--- src/rtl/scl_gen_pkg.sv ---
package scl_gen_pkg;
    localparam int TPR_W      = 7;
    localparam int REG_W      = 32;
    localparam int LOW_UNITS  = 6;
    localparam int HIGH_UNITS = 4;
endpackage

--- src/rtl/scl_cfg_reg.sv ---
module scl_cfg_reg #(
    parameter int TPR_W = scl_gen_pkg::TPR_W,
    parameter int REG_W = scl_gen_pkg::REG_W
) (
    input  logic             clk,
    input  logic             rst_n,
    input  logic             wr_en,
    input  logic [REG_W-1:0] wr_data,
    output logic [REG_W-1:0] rd_data,
    output logic             hs_mode,
    output logic [TPR_W-1:0] eff_tpr
);
    typedef struct packed {
        logic [TPR_W-1:0] tpr;
        logic             hs;
    } cfg_t;

    localparam cfg_t CFG_RST = '{tpr: TPR_W'(1), hs: 1'b0};

    cfg_t cfg_d, cfg_q;

    always_comb begin
        cfg_d = cfg_q;
        if (wr_en) begin
            cfg_d.tpr = wr_data[TPR_W-1:0];
            cfg_d.hs  = wr_data[TPR_W];
        end
    end

    always_ff @(posedge clk or negedge rst_n) begin
        if (!rst_n) cfg_q <= CFG_RST;
        else        cfg_q <= cfg_d;
    end

    always_comb begin
        rd_data              = '0;
        rd_data[TPR_W-1:0]   = cfg_q.tpr;
    end

    assign hs_mode = cfg_q.hs;
    assign eff_tpr = (cfg_q.tpr == '0) ? TPR_W'(1) : cfg_q.tpr;


    rd_follows_write_chk: assert property (@(posedge clk) disable iff (!rst_n)
        wr_en |=> (rd_data[TPR_W-1:0] == $past(wr_data[TPR_W-1:0])) && (rd_data[REG_W-1:TPR_W] == '0));


    hs_follows_write_chk: assert property (@(posedge clk) disable iff (!rst_n)
        wr_en |=> hs_mode == $past(wr_data[TPR_W]));


    eff_nonzero_chk: assert property (@(posedge clk) disable iff (!rst_n)
        eff_tpr != '0);
endmodule

--- src/rtl/scl_prescaler.sv ---
module scl_prescaler #(
    parameter int TPR_W = scl_gen_pkg::TPR_W
) (
    input  logic             clk,
    input  logic             rst_n,
    input  logic             count_en,
    input  logic             cycle_end,
    input  logic [TPR_W-1:0] eff_tpr,
    output logic             unit_wrap
);
    localparam int PRE_W = TPR_W + 1;

    typedef struct packed {
        logic [PRE_W-1:0] pre;
        logic [TPR_W-1:0] act;
    } pre_state_t;

    localparam pre_state_t PRE_RST = '{pre: '0, act: TPR_W'(1)};

    pre_state_t st_d, st_q;
    logic [PRE_W-1:0] limit;

    // last count of a unit is 2*(1+act)-1 = 2*act+1
    assign limit     = {st_q.act, 1'b1};
    assign unit_wrap = count_en && (st_q.pre == limit);

    always_comb begin
        st_d = st_q;
        if (!count_en) begin
            st_d.pre = '0;
            st_d.act = eff_tpr;
        end else begin
            st_d.pre = unit_wrap ? '0 : st_q.pre + PRE_W'(1);
            if (cycle_end) st_d.act = eff_tpr;
        end
    end

    always_ff @(posedge clk or negedge rst_n) begin
        if (!rst_n) st_q <= PRE_RST;
        else        st_q <= st_d;
    end


    pre_bound_chk: assert property (@(posedge clk) disable iff (!rst_n)
        st_q.pre <= limit);


    act_hold_chk: assert property (@(posedge clk) disable iff (!rst_n)
        (count_en && !cycle_end) |=> $stable(st_q.act));
endmodule

--- src/rtl/scl_phase_ctr.sv ---
module scl_phase_ctr #(
    parameter int LOW_UNITS  = scl_gen_pkg::LOW_UNITS,
    parameter int HIGH_UNITS = scl_gen_pkg::HIGH_UNITS
) (
    input  logic clk,
    input  logic rst_n,
    input  logic enable,
    input  logic unit_wrap,
    output logic count_en,
    output logic cycle_end,
    output logic scl_o,
    output logic tick
);
    localparam int TOTAL  = LOW_UNITS + HIGH_UNITS;
    localparam int UNIT_W = $clog2(TOTAL);
    localparam logic [UNIT_W-1:0] LAST_U   = UNIT_W'(TOTAL - 1);
    localparam logic [UNIT_W-1:0] LOW_END  = UNIT_W'(LOW_UNITS - 1);
    localparam logic [UNIT_W-1:0] HIGH_BEG = UNIT_W'(LOW_UNITS);

    typedef struct packed {
        logic              run;
        logic [UNIT_W-1:0] unit;
        logic              tick;
    } ph_state_t;

    localparam ph_state_t PH_RST = '{run: 1'b0, unit: '0, tick: 1'b0};

    ph_state_t st_d, st_q;

    assign count_en  = st_q.run && enable;
    assign cycle_end = st_q.run && unit_wrap && (st_q.unit == LAST_U);

    always_comb begin
        st_d = st_q;
        st_d.tick = 1'b0;
        if (!enable) begin
            st_d = PH_RST;
        end else if (!st_q.run) begin
            st_d.run  = 1'b1;
            st_d.unit = '0;
            st_d.tick = 1'b1;
        end else if (unit_wrap) begin
            st_d.unit = (st_q.unit == LAST_U) ? '0 : st_q.unit + UNIT_W'(1);
            st_d.tick = (st_q.unit == LOW_END) || (st_q.unit == LAST_U);
        end
    end

    always_ff @(posedge clk or negedge rst_n) begin
        if (!rst_n) st_q <= PH_RST;
        else        st_q <= st_d;
    end

    assign scl_o = !st_q.run || (st_q.unit >= HIGH_BEG);
    assign tick  = st_q.tick;


    tick_marks_edge_chk: assert property (@(posedge clk) disable iff (!rst_n)
        tick |-> (scl_o != $past(scl_o)));


    edge_has_tick_chk: assert property (@(posedge clk) disable iff (!rst_n)
        (st_q.run && (scl_o != $past(scl_o))) |-> tick);


    disabled_idle_chk: assert property (@(posedge clk) disable iff (!rst_n)
        !enable |=> (scl_o && !tick));


    unit_bound_chk: assert property (@(posedge clk) disable iff (!rst_n)
        st_q.unit <= LAST_U);


    start_low_chk: assert property (@(posedge clk) disable iff (!rst_n)
        (enable && !st_q.run) |=> (!scl_o && tick));
endmodule

--- src/rtl/scl_clkgen_top.sv ---
module scl_clkgen_top #(
    parameter int TPR_W      = scl_gen_pkg::TPR_W,
    parameter int REG_W      = scl_gen_pkg::REG_W,
    parameter int LOW_UNITS  = scl_gen_pkg::LOW_UNITS,
    parameter int HIGH_UNITS = scl_gen_pkg::HIGH_UNITS
) (
    input  logic             clk,
    input  logic             rst_n,
    input  logic             cfg_wr_en,
    input  logic [REG_W-1:0] cfg_wr_data,
    output logic [REG_W-1:0] cfg_rd_data,
    input  logic             gen_enable,
    output logic             scl_o,
    output logic             phase_tick,
    output logic             hs_mode
);
    logic [TPR_W-1:0] eff_tpr;
    logic             count_en;
    logic             cycle_end;
    logic             unit_wrap;

    scl_cfg_reg #(.TPR_W(TPR_W), .REG_W(REG_W)) u_cfg (
        .clk     (clk),
        .rst_n   (rst_n),
        .wr_en   (cfg_wr_en),
        .wr_data (cfg_wr_data),
        .rd_data (cfg_rd_data),
        .hs_mode (hs_mode),
        .eff_tpr (eff_tpr)
    );

    scl_prescaler #(.TPR_W(TPR_W)) u_pre (
        .clk       (clk),
        .rst_n     (rst_n),
        .count_en  (count_en),
        .cycle_end (cycle_end),
        .eff_tpr   (eff_tpr),
        .unit_wrap (unit_wrap)
    );

    scl_phase_ctr #(.LOW_UNITS(LOW_UNITS), .HIGH_UNITS(HIGH_UNITS)) u_ph (
        .clk       (clk),
        .rst_n     (rst_n),
        .enable    (gen_enable),
        .unit_wrap (unit_wrap),
        .count_en  (count_en),
        .cycle_end (cycle_end),
        .scl_o     (scl_o),
        .tick      (phase_tick)
    );
endmodule

--- config.mk ---
export PLATFORM = sky130hd
export DESIGN_NAME = scl_clkgen_top
export DESIGN_NICKNAME = d
export VERILOG_FILES = /design/src/rtl/scl_gen_pkg.sv /design/src/rtl/scl_cfg_reg.sv /design/src/rtl/scl_prescaler.sv /design/src/rtl/scl_phase_ctr.sv /design/src/rtl/scl_clkgen_top.sv
export SDC_FILE = /design/constraint.sdc
export NUM_CORES = 1
export LEC_CHECK = 0
export BUFFER_PORTS_ARGS = -buffer_cell sky130_fd_sc_hd__buf_2
export CAP_MARGIN = 20
export CORE_MARGIN = 1
export CORE_UTILIZATION = 39
export DETAILED_ROUTE_END_ITERATION = 16
export HOLD_SLACK_MARGIN = 0.05
export PLACE_DENSITY = 0.68
export REMOVE_ABC_BUFFERS = 1
export SYNTH_ARGS = -nofsm -noshare
export SYNTH_HDL_FRONTEND = slang
export SYNTH_HIERARCHICAL = 1
export SYNTH_SLANG_ARGS = --single-unit
--- constraint.sdc ---
create_clock -name clk -period 2.9 [get_ports clk]
set_input_delay 0.58 -clock clk [delete_from_list [all_inputs] [get_ports clk]]
set_output_delay 0.58 -clock clk [all_outputs]
set_load 0.02 [all_outputs]
==> results of run 1 <==
stage by stage:
step | hold WS (ns) | instance area, sq um | power (W) | utilization [%] | worst slack [ns]
6_report | 0.308 | 1770 | 0.00102 | 44.4 | 0.505
4_1_cts | 0.329 | 1770 | 0.00104 | 44.4 | 0.472
5_1_grt | 0.367 | 1770 | 0.00107 | 44.4 | 0.324
3_5_place_dp | 0.486 | 1650 | 0.000601 | 41.4 | 0.231
2_1_floorplan | 0.284 | 1470 | 0.000557 | - | 0.323
3_3_place_gp | 0.497 | 1650 | 0.000599 | 41.4 | 0.244
layer usage:
metal / part of all wire, % / up-vias
met5: 0 / -
met4: 1.0 / 0
met3: 6.6 / 4
met2: 43 / 45
met1: 49 / 451
li1: - / 477
state kept, by name, summed over array words and instances, names as in the netlist:
register       cells
u_pre/limit        7
u_ph/st_q          5
u_cfg/rd_data      7
u_pre/st_q         8
u_cfg/hs_mode      1
u_ph/tick          1
worst max-delay path by stage:
stage / start / to / slack, ns / depth (start not counted)
floorplan: gen_enable / u_pre/limit[2]$_DFFE_PN0P_ / 0.32 / 9
global placement: gen_enable / u_pre/limit[5]$_DFFE_PN0P_ / 0.24 / 10
finish: u_pre/st_q[12]$_DFF_PN0_ / u_pre/limit[7]$_DFFE_PN0P_ / 0.50 / 7
global route: u_ph/st_q[5]$_DFF_PN0_ / u_pre/limit[4]$_DFFE_PN0P_ / 0.32 / 9
CTS: u_pre/st_q[12]$_DFF_PN0_ / u_pre/limit[4]$_DFFE_PN0P_ / 0.47 / 7
detailed placement: gen_enable / u_pre/limit[4]$_DFFE_PN0P_ / 0.23 / 10
logic make-up after synthesis:
logic type	count (synthesis)	synth area share (%)
AOI/OAI and AO/OA	16	7.27
xor gates and xnor gates	13	7.04
adders and majority gates	1	0.773
buffers and inverters	39	15.8
DFF	29	45.0
muxes	16	13.2
other	1	0.232
and+or+nand+nor	29	10.7
power groups by stage:
| stage | registers, W | logic, W | clock network [W] |
|---|---|---|---|
| 2_1_floorplan | 0.000474 | 0.0000828 | 0 |
| 6_report | 0.000458 | 0.000134 | 0.000432 |
| 3_3_place_gp | 0.000464 | 0.000135 | 0 |
| 3_5_place_dp | 0.000465 | 0.000135 | 0 |
| 4_1_cts | 0.000458 | 0.000136 | 0.000443 |
| 5_1_grt | 0.000462 | 0.000148 | 0.000461 |
layout make-up:
class / instances / area [sq um] / area share [%]
timing repair buffer: 23 / 120 / 6.77
inverter: 5 / 18.8 / 1.06
clock inverter: 2 / 37.5 / 2.12
sequential: 29 / 728 / 41.0
tap: 50 / 62.6 / 3.53
clock buffer: 6 / 82.6 / 4.65
multi-input combinational: 100 / 724 / 40.8
synthesized netlist by cell type (all sizes together) (4+ instances only):
cell    number
buf         27
inv          5
nor2         4
clkbuf       7
dfrtp       27
mux2        16
xor2        10
a211oi       4
nand3        6
o21ai        4
nand2        8
==> qor.csv, run 1 <==
metric,value,unit
synthFlopType,dfrtp_1,
core_area,4000,sq um
grt_overflow_total,0,
synth-edff-count,0,
antenna_found_initial,0,
ys_warn_count,6,
reg2regPathDepth,7,
ys_ff_latch,29,
routed_wl,2.39,mm
grt_use_met1,16.7,%
num_antenna_cells,0,
yosysTopAreaCellShare,41.8,%
setup_violations,0,
netSwitchingPower,0.000258,W
seqPwrFrac,44.7,%
placedCellCount,207,
routed_via_density,4.54,
layout-drive-gt1-share,33.3,%
worstSetupEndpointType,register,
outcome,"finished, final reports clean",
crit_fanout,7,
fmax,418,MHz
ioPinCount,71,
critPathTopFamily,simple AND/OR/NAND/NOR gates,
grt.total_usage,13.0,%
clkPwrFrac,42.2,%
use_met2,19.8,%
die_w,66.4,um
arrival,2.56,ns
leakagePower,0.842,nW
syn_area,1620,sq um
clk-insertion-delay-late,0.28,ns
cts_tree,built,
rrSetupSlack,0.50,ns
grt_pass1_vias,932,
period_share,82.6,%
first_pass_iters,3,
syn2layout_area_growth,9.67,%
worst_slew_pin_slew,0.602,ns
grt_max_degree,30,
path_class,reg2reg,
drv_cap,0,
worstPathCellList,xor2_1 -> nor4_2 -> and2_1 -> and3b_2 -> and4_1 -> nand2b_1 -> mux2_2,
mostFrequentLayoutCell,dfrtp_1,
critPathMaxStageDelay,0.43,ns
drc,0,
fin_worst_skew,0.00467,ns
slew_headroom,59.9,%
start_util,40.4,%
ant_nets,0,
drtIter0Drc,8,
yosysSeqAreaShare,45.0,%
rsz0062_at_grt,no,
clk_pin_slew,0.06,ns
hold_path_class,in2async,
final_cell_mix,"27 x dfrtp_1, 25 x conb_1, 21 x buf_2",
critPathBufInv,0,
ir_drop,337,uV
die_area,4410,sq um
gp_congestion,0.795,
port-buffer-count,21,
htree_levels,2,
worstPathRequired,3.06,ns
postCtsHoldBufs,0,
synth_cells,144,
synth_area_leaders,"dfrtp_1 42%, buf_4 12%, mux2_4 8.4%, xor2_1 5.4%, mux2_2 4.9%",
rows,23,
met3_usage,5.17,%
reg2reg_from,u_pre/st_q[12]$_DFF_PN0_,
ctsResizeCount,0,
p_int,0.000766,W
cts_made_buffers,5,
slew_violations,0,
avgSynthCellArea,11.2,sq um
finalHoldViolations,0,
min_period,2.40,ns
nFillCells,378,
netSwitchingFraction,25.2,%
post_drt_wl_per_cell,11.1,um
fin_nets,201,
root_buffer,clkbuf_8,
vias,977,
cp_slowest_cell,dfrtp_1,
combPwrFrac,13.1,%
top_usage_layer,met2,
grt_pass1_wl,4.21,mm
cts.sinks,29,
start_kind,register,
dp_hpwl,1.76,mm
die_h,66.4,um
post_cts_buffers,0,
ys_types,31,
reg2reg_to,u_pre/limit[7]$_DFFE_PN0P_,
ctsLongestPathBuffers,2,
synth_area_leader_cell,dfrtp_1,
final_cells,215,
async_reset_ff_share,100,%
p_per_area,577,nW/um^2
finalSetupTns,0,ns
(Power assumes the default switching activity.)
==> inputs of run 2 (changes only) <==
Settings changed: ABC_AREA set to 1, PLACE_DENSITY 0.68 to 0.7.
Clock period 2.9 ns to 1.96 ns, I/O delays scaled along.
==> run 2 against run 1 <==
Compared with the run above:
- die area is 1.8% higher
- area after synthesis is 1.9% higher
- total power is 46% higher
- clock power is 46% higher
- via count is 27% higher
- global-route usage is 1.7 points higher
- routed wire length is 16% higher
- sequential power is 45% higher
- utilization is 2.5 points higher
- clock skew is 0.0021 ns higher
- combinational power is 51% higher
- highest routed layer unchanged
==> qor.csv, run 2 <==
metric,value,unit,change
outcome,"finished, final reports clean",,unchanged
p_per_area,794,nW/um^2,was 577 nW/um^2
yosys.area_share.adder,0.759,%,was 0.773%
grt_pass1_wl,4.72,mm,was 4.21 mm
num_antenna_cells,0,,unchanged
die_w,67,um,was 66.4 um
cp_slowest_cell,dfstp_2,,was dfrtp_1
synth_top_family_by_area,simple AND/OR/NAND/NOR gates,,was buffers and inverters
ys_warn_count,6,,unchanged
synth-edff-count,0,,unchanged
clk-insertion-delay-late,0.28,ns,about the same
muxShareOfSynthArea,0,%,was 13.2%
ir_drop,454,uV,was 337 uV
ys_types,23,,was 31
mostFrequentLayoutCell,nand2_1,,was dfrtp_1
cts_tree,built,,unchanged
die_area,4490,sq um,was 4410 sq um
synth_cells,215,,was 144
avgSynthCellArea,7.66,sq um,was 11.2 sq um
drv_cap,0,,unchanged
min_period,1.75,ns,was 2.40 ns
antenna_found_initial,0,,unchanged
top_register,u_pre/st_q,,unchanged
critPathTopFamily,simple AND/OR/NAND/NOR gates,,unchanged
postCtsHoldBufs,0,,unchanged
yosys.area_share.simple,24.0,%,was 10.7%
synth_xor_area_share,2.66,%,was 7.04%
reg2regPathDepth,15,,was 7
stdcell_area,1890,sq um,was 1770 sq um
synth_compound_area_share,6.53,%,was 7.27%
finalHoldViolations,0,,unchanged
ys_ff_latch,29,,unchanged
yosysTopAreaCellShare,41.0,%,was 41.8%
routed_wl,2.77,mm,was 2.39 mm
rows,23,,unchanged
grt_overflow_total,0,,unchanged
worstSetupEndpointType,register,,unchanged
slew_violations,0,,unchanged
root_buffer,clkbuf_8,,unchanged
layout-drive-gt1-share,22.1,%,was 33.3%
vias,1242,,was 977
cts_made_buffers,5,,unchanged
worst_hold_slack,0.127,ns,was 0.308 ns
grt.total_usage,14.7,%,was 13.0%
slew_headroom,58.3,%,was 59.9%
p_total,0.00150,W,was 0.00102 W
crit_fanout,14,,was 7
grt_max_degree,30,,unchanged
critPathBufInv,4,,was 0
fin_worst_skew,0.00672,ns,was 0.00467 ns
synthFlopType,dfrtp_1,,unchanged
htree_levels,2,,unchanged
final_cell_mix,"51 x nand2_1, 33 x inv_1, 25 x conb_1, 25 x dfrtp_1, 21 x buf_2",,"was 27 x dfrtp_1, 25 x conb_1, 21 x buf_2"
post_drt_wl_per_cell,9.43,um,was 11.1 um
port-buffer-count,21,,unchanged
fin_util,46.8,%,was 44.4%
start_kind,register,,unchanged
first_pass_iters,4,,was 3
hold_path_class,in2async,,unchanged
synth_most_common_cell,nand2_1,,was dfrtp_1
reg2reg_to,u_pre/limit[6]$_DFFE_PN0P_,,was u_pre/limit[7]$_DFFE_PN0P_
fmax,571,MHz,was 418 MHz
critPathLaunch,u_pre/limit[1]$_DFFE_PN1P_,,was u_pre/st_q[12]$_DFF_PN0_
dp_slack,0.0729,ns,was 0.231 ns
cts.sinks,29,,unchanged
start_util,40.9,%,was 40.4%
synth_common_cells,"52 x nand2_1, 33 x inv_1, 27 x dfrtp_1",,"was 27 x dfrtp_1, 25 x buf_4, 10 x xor2_1"
synth_area_leaders,"dfrtp_1 41%, nand2_1 12%, buf_4 11%, inv_1 7.5%, o21ai_0 4.9%",,"was dfrtp_1 42%, buf_4 12%, mux2_4 8.4%, xor2_1 5.4%, mux2_2 4.9%"
syn2layout_area_growth,14.5,%,was 9.67%
yosysSeqAreaShare,44.2,%,was 45.0%
async_reset_ff_share,100,%,unchanged
ctsLongestPathBuffers,2,,unchanged
drc,0,,unchanged
reg2reg_from,u_pre/limit[1]$_DFFE_PN1P_,,was u_pre/st_q[12]$_DFF_PN0_
leakagePower,0.982,nW,was 0.842 nW
timing.final.ws_setup,0.209,ns,was 0.505 ns
worstPathRequired,2.16,ns,was 3.06 ns
worst_slew_pin_slew,0.625,ns,was 0.602 ns
dp_hpwl,1.96,mm,was 1.76 mm
synth_area_leader_cell,dfrtp_1,,unchanged
core_area,4030,sq um,was 4000 sq um
ant_nets,0,,unchanged
critPathMaxStageDelay,0.53,ns,was 0.43 ns
path_class,reg2reg,,unchanged
placed_area,1740,sq um,was 1650 sq um
clk_pin_slew,0.06,ns,about the same
ioPinCount,71,,unchanged
period_share,89.3,%,was 82.6%
crit_top_cell,nand2_1,,
worstPathCellList,nand2_1 -> nand2_1 -> nand2_1 -> nor2_1 -> nand2_2 -> inv_1 -> inv_1 -> nor2_2 -> nand3_2 -> nor2_2 -> inv_1 -> nand2_2 -> buf_12 -> nand2_1 -> o21ai_0,,was xor2_1 -> nor4_2 -> and2_1 -> and3b_2 -> and4_1 -> nand2b_1 -> mux2_2
routed_via_density,4.22,,was 4.54
grt_pass1_vias,1096,,was 932
drtIter0Drc,16,,was 8
syn_area,1650,sq um,was 1620 sq um
largest_register_ffs,8,,unchanged
die_h,67,um,was 66.4 um
setup_violations,0,,unchanged
arrival,1.95,ns,was 2.56 ns
gp_congestion,0.800,,was 0.795
rrSetupSlack,0.21,ns,was 0.50 ns
fin_nets,280,,was 201
==> run 2: cell count changes in the layout (fill, tap and decap cells not counted), moves of 6 or more <==
| cell | delta |
|---|---|
| nand2_1 | +43 |
| inv_1 | +28 |
| nor2_1 | +12 |
| o21ai_0 | +12 |
| mux2_4 | -9 |
| mux2_2 | -7 |
| buf_4 | +6 |
| nand3_1 | +6 |
| xor2_1 | -6 |
==> run 2: area by class of cell <==
type / count / area [sq um]
clock buffer: 7 / 86.3
clock inverter: 1 / 30.0
fill: 407 / 2140
inverter: 35 / 131
multi-input combinational: 142 / 661
sequential: 29 / 731
tap: 50 / 62.6
timing repair buffer: 30 / 185
==> run 2: worst max path at each step <==
stage	endpoint	cells past startpoint
final	u_pre/limit[6]$_DFFE_PN0P_	15
after global routing	u_pre/limit[4]$_DFFE_PN0P_	16
after CTS	u_pre/limit[6]$_DFFE_PN0P_	16
after detailed placement	u_pre/limit[6]$_DFFE_PN0P_	17
after global placement	u_pre/limit[7]$_DFFE_PN0P_	17
after floorplan	u_pre/limit[2]$_DFFE_PN0P_	15
==> run 2: cells by family (layout without fill, tap and decap cells) <==
kind of cell	count (synthesis)	in the layout
compound gates	21	21
xor+xnor	5	5
fa+ha+maj	1	1
buf+inv	68	73
flops	29	29
other cells	1	25
simple gates	90	90
==> run 2: worst reg2reg max path, stage by stage, from the launching register on <==
cell and delay (ns):
dfstp_2 0.53, nand2_1 0.04, nand2_1 0.06, nand2_1 0.05, nor2_1 0.11, nand2_2 0.10
inv_1 0.08, inv_1 0.06, nor2_2 0.09, nand3_2 0.10, nor2_2 0.09, inv_1 0.05
nand2_2 0.07, buf_12 0.12, nand2_1 0.04, o21ai_0 0.07
==> run 2: report_power, final <==
group | switching, W | internal, W | total, W
Combinational | 0.000143 | 0.0000601 | 0.000203
Clock | 0.000218 | 0.000414 | 0.000631
Sequential | 0.0000255 | 0.000638 | 0.000663
==> run 2: routing by layer <==
metal	global-route usage (%)	vias to the layer above	wire length, um
li1	-	647	-
met1	17.4	554	1270
met2	23.4	37	1310
met3	5.65	4	139
met4	6.38	0	49
met5	0	-	0
==> run 2: what timing repair did <==
| item | 4_1_cts | 5_1_grt |
|---|---|---|
| resized for setup | 0 | 5 |
| setup buffers | 0 | 3 |
| endpoints found under the hold margin | 0 | 0 |
| endpoints found under the setup margin | 0 | 7 |
==> run 2: metrics by stage <==
stage          setup TNS (ns)  cells
2_1_floorplan               0    206
6_report                    0    294
5_1_grt             -0.000476    294
3_5_place_dp                0    283
3_3_place_gp                0    283
4_1_cts                     0    291
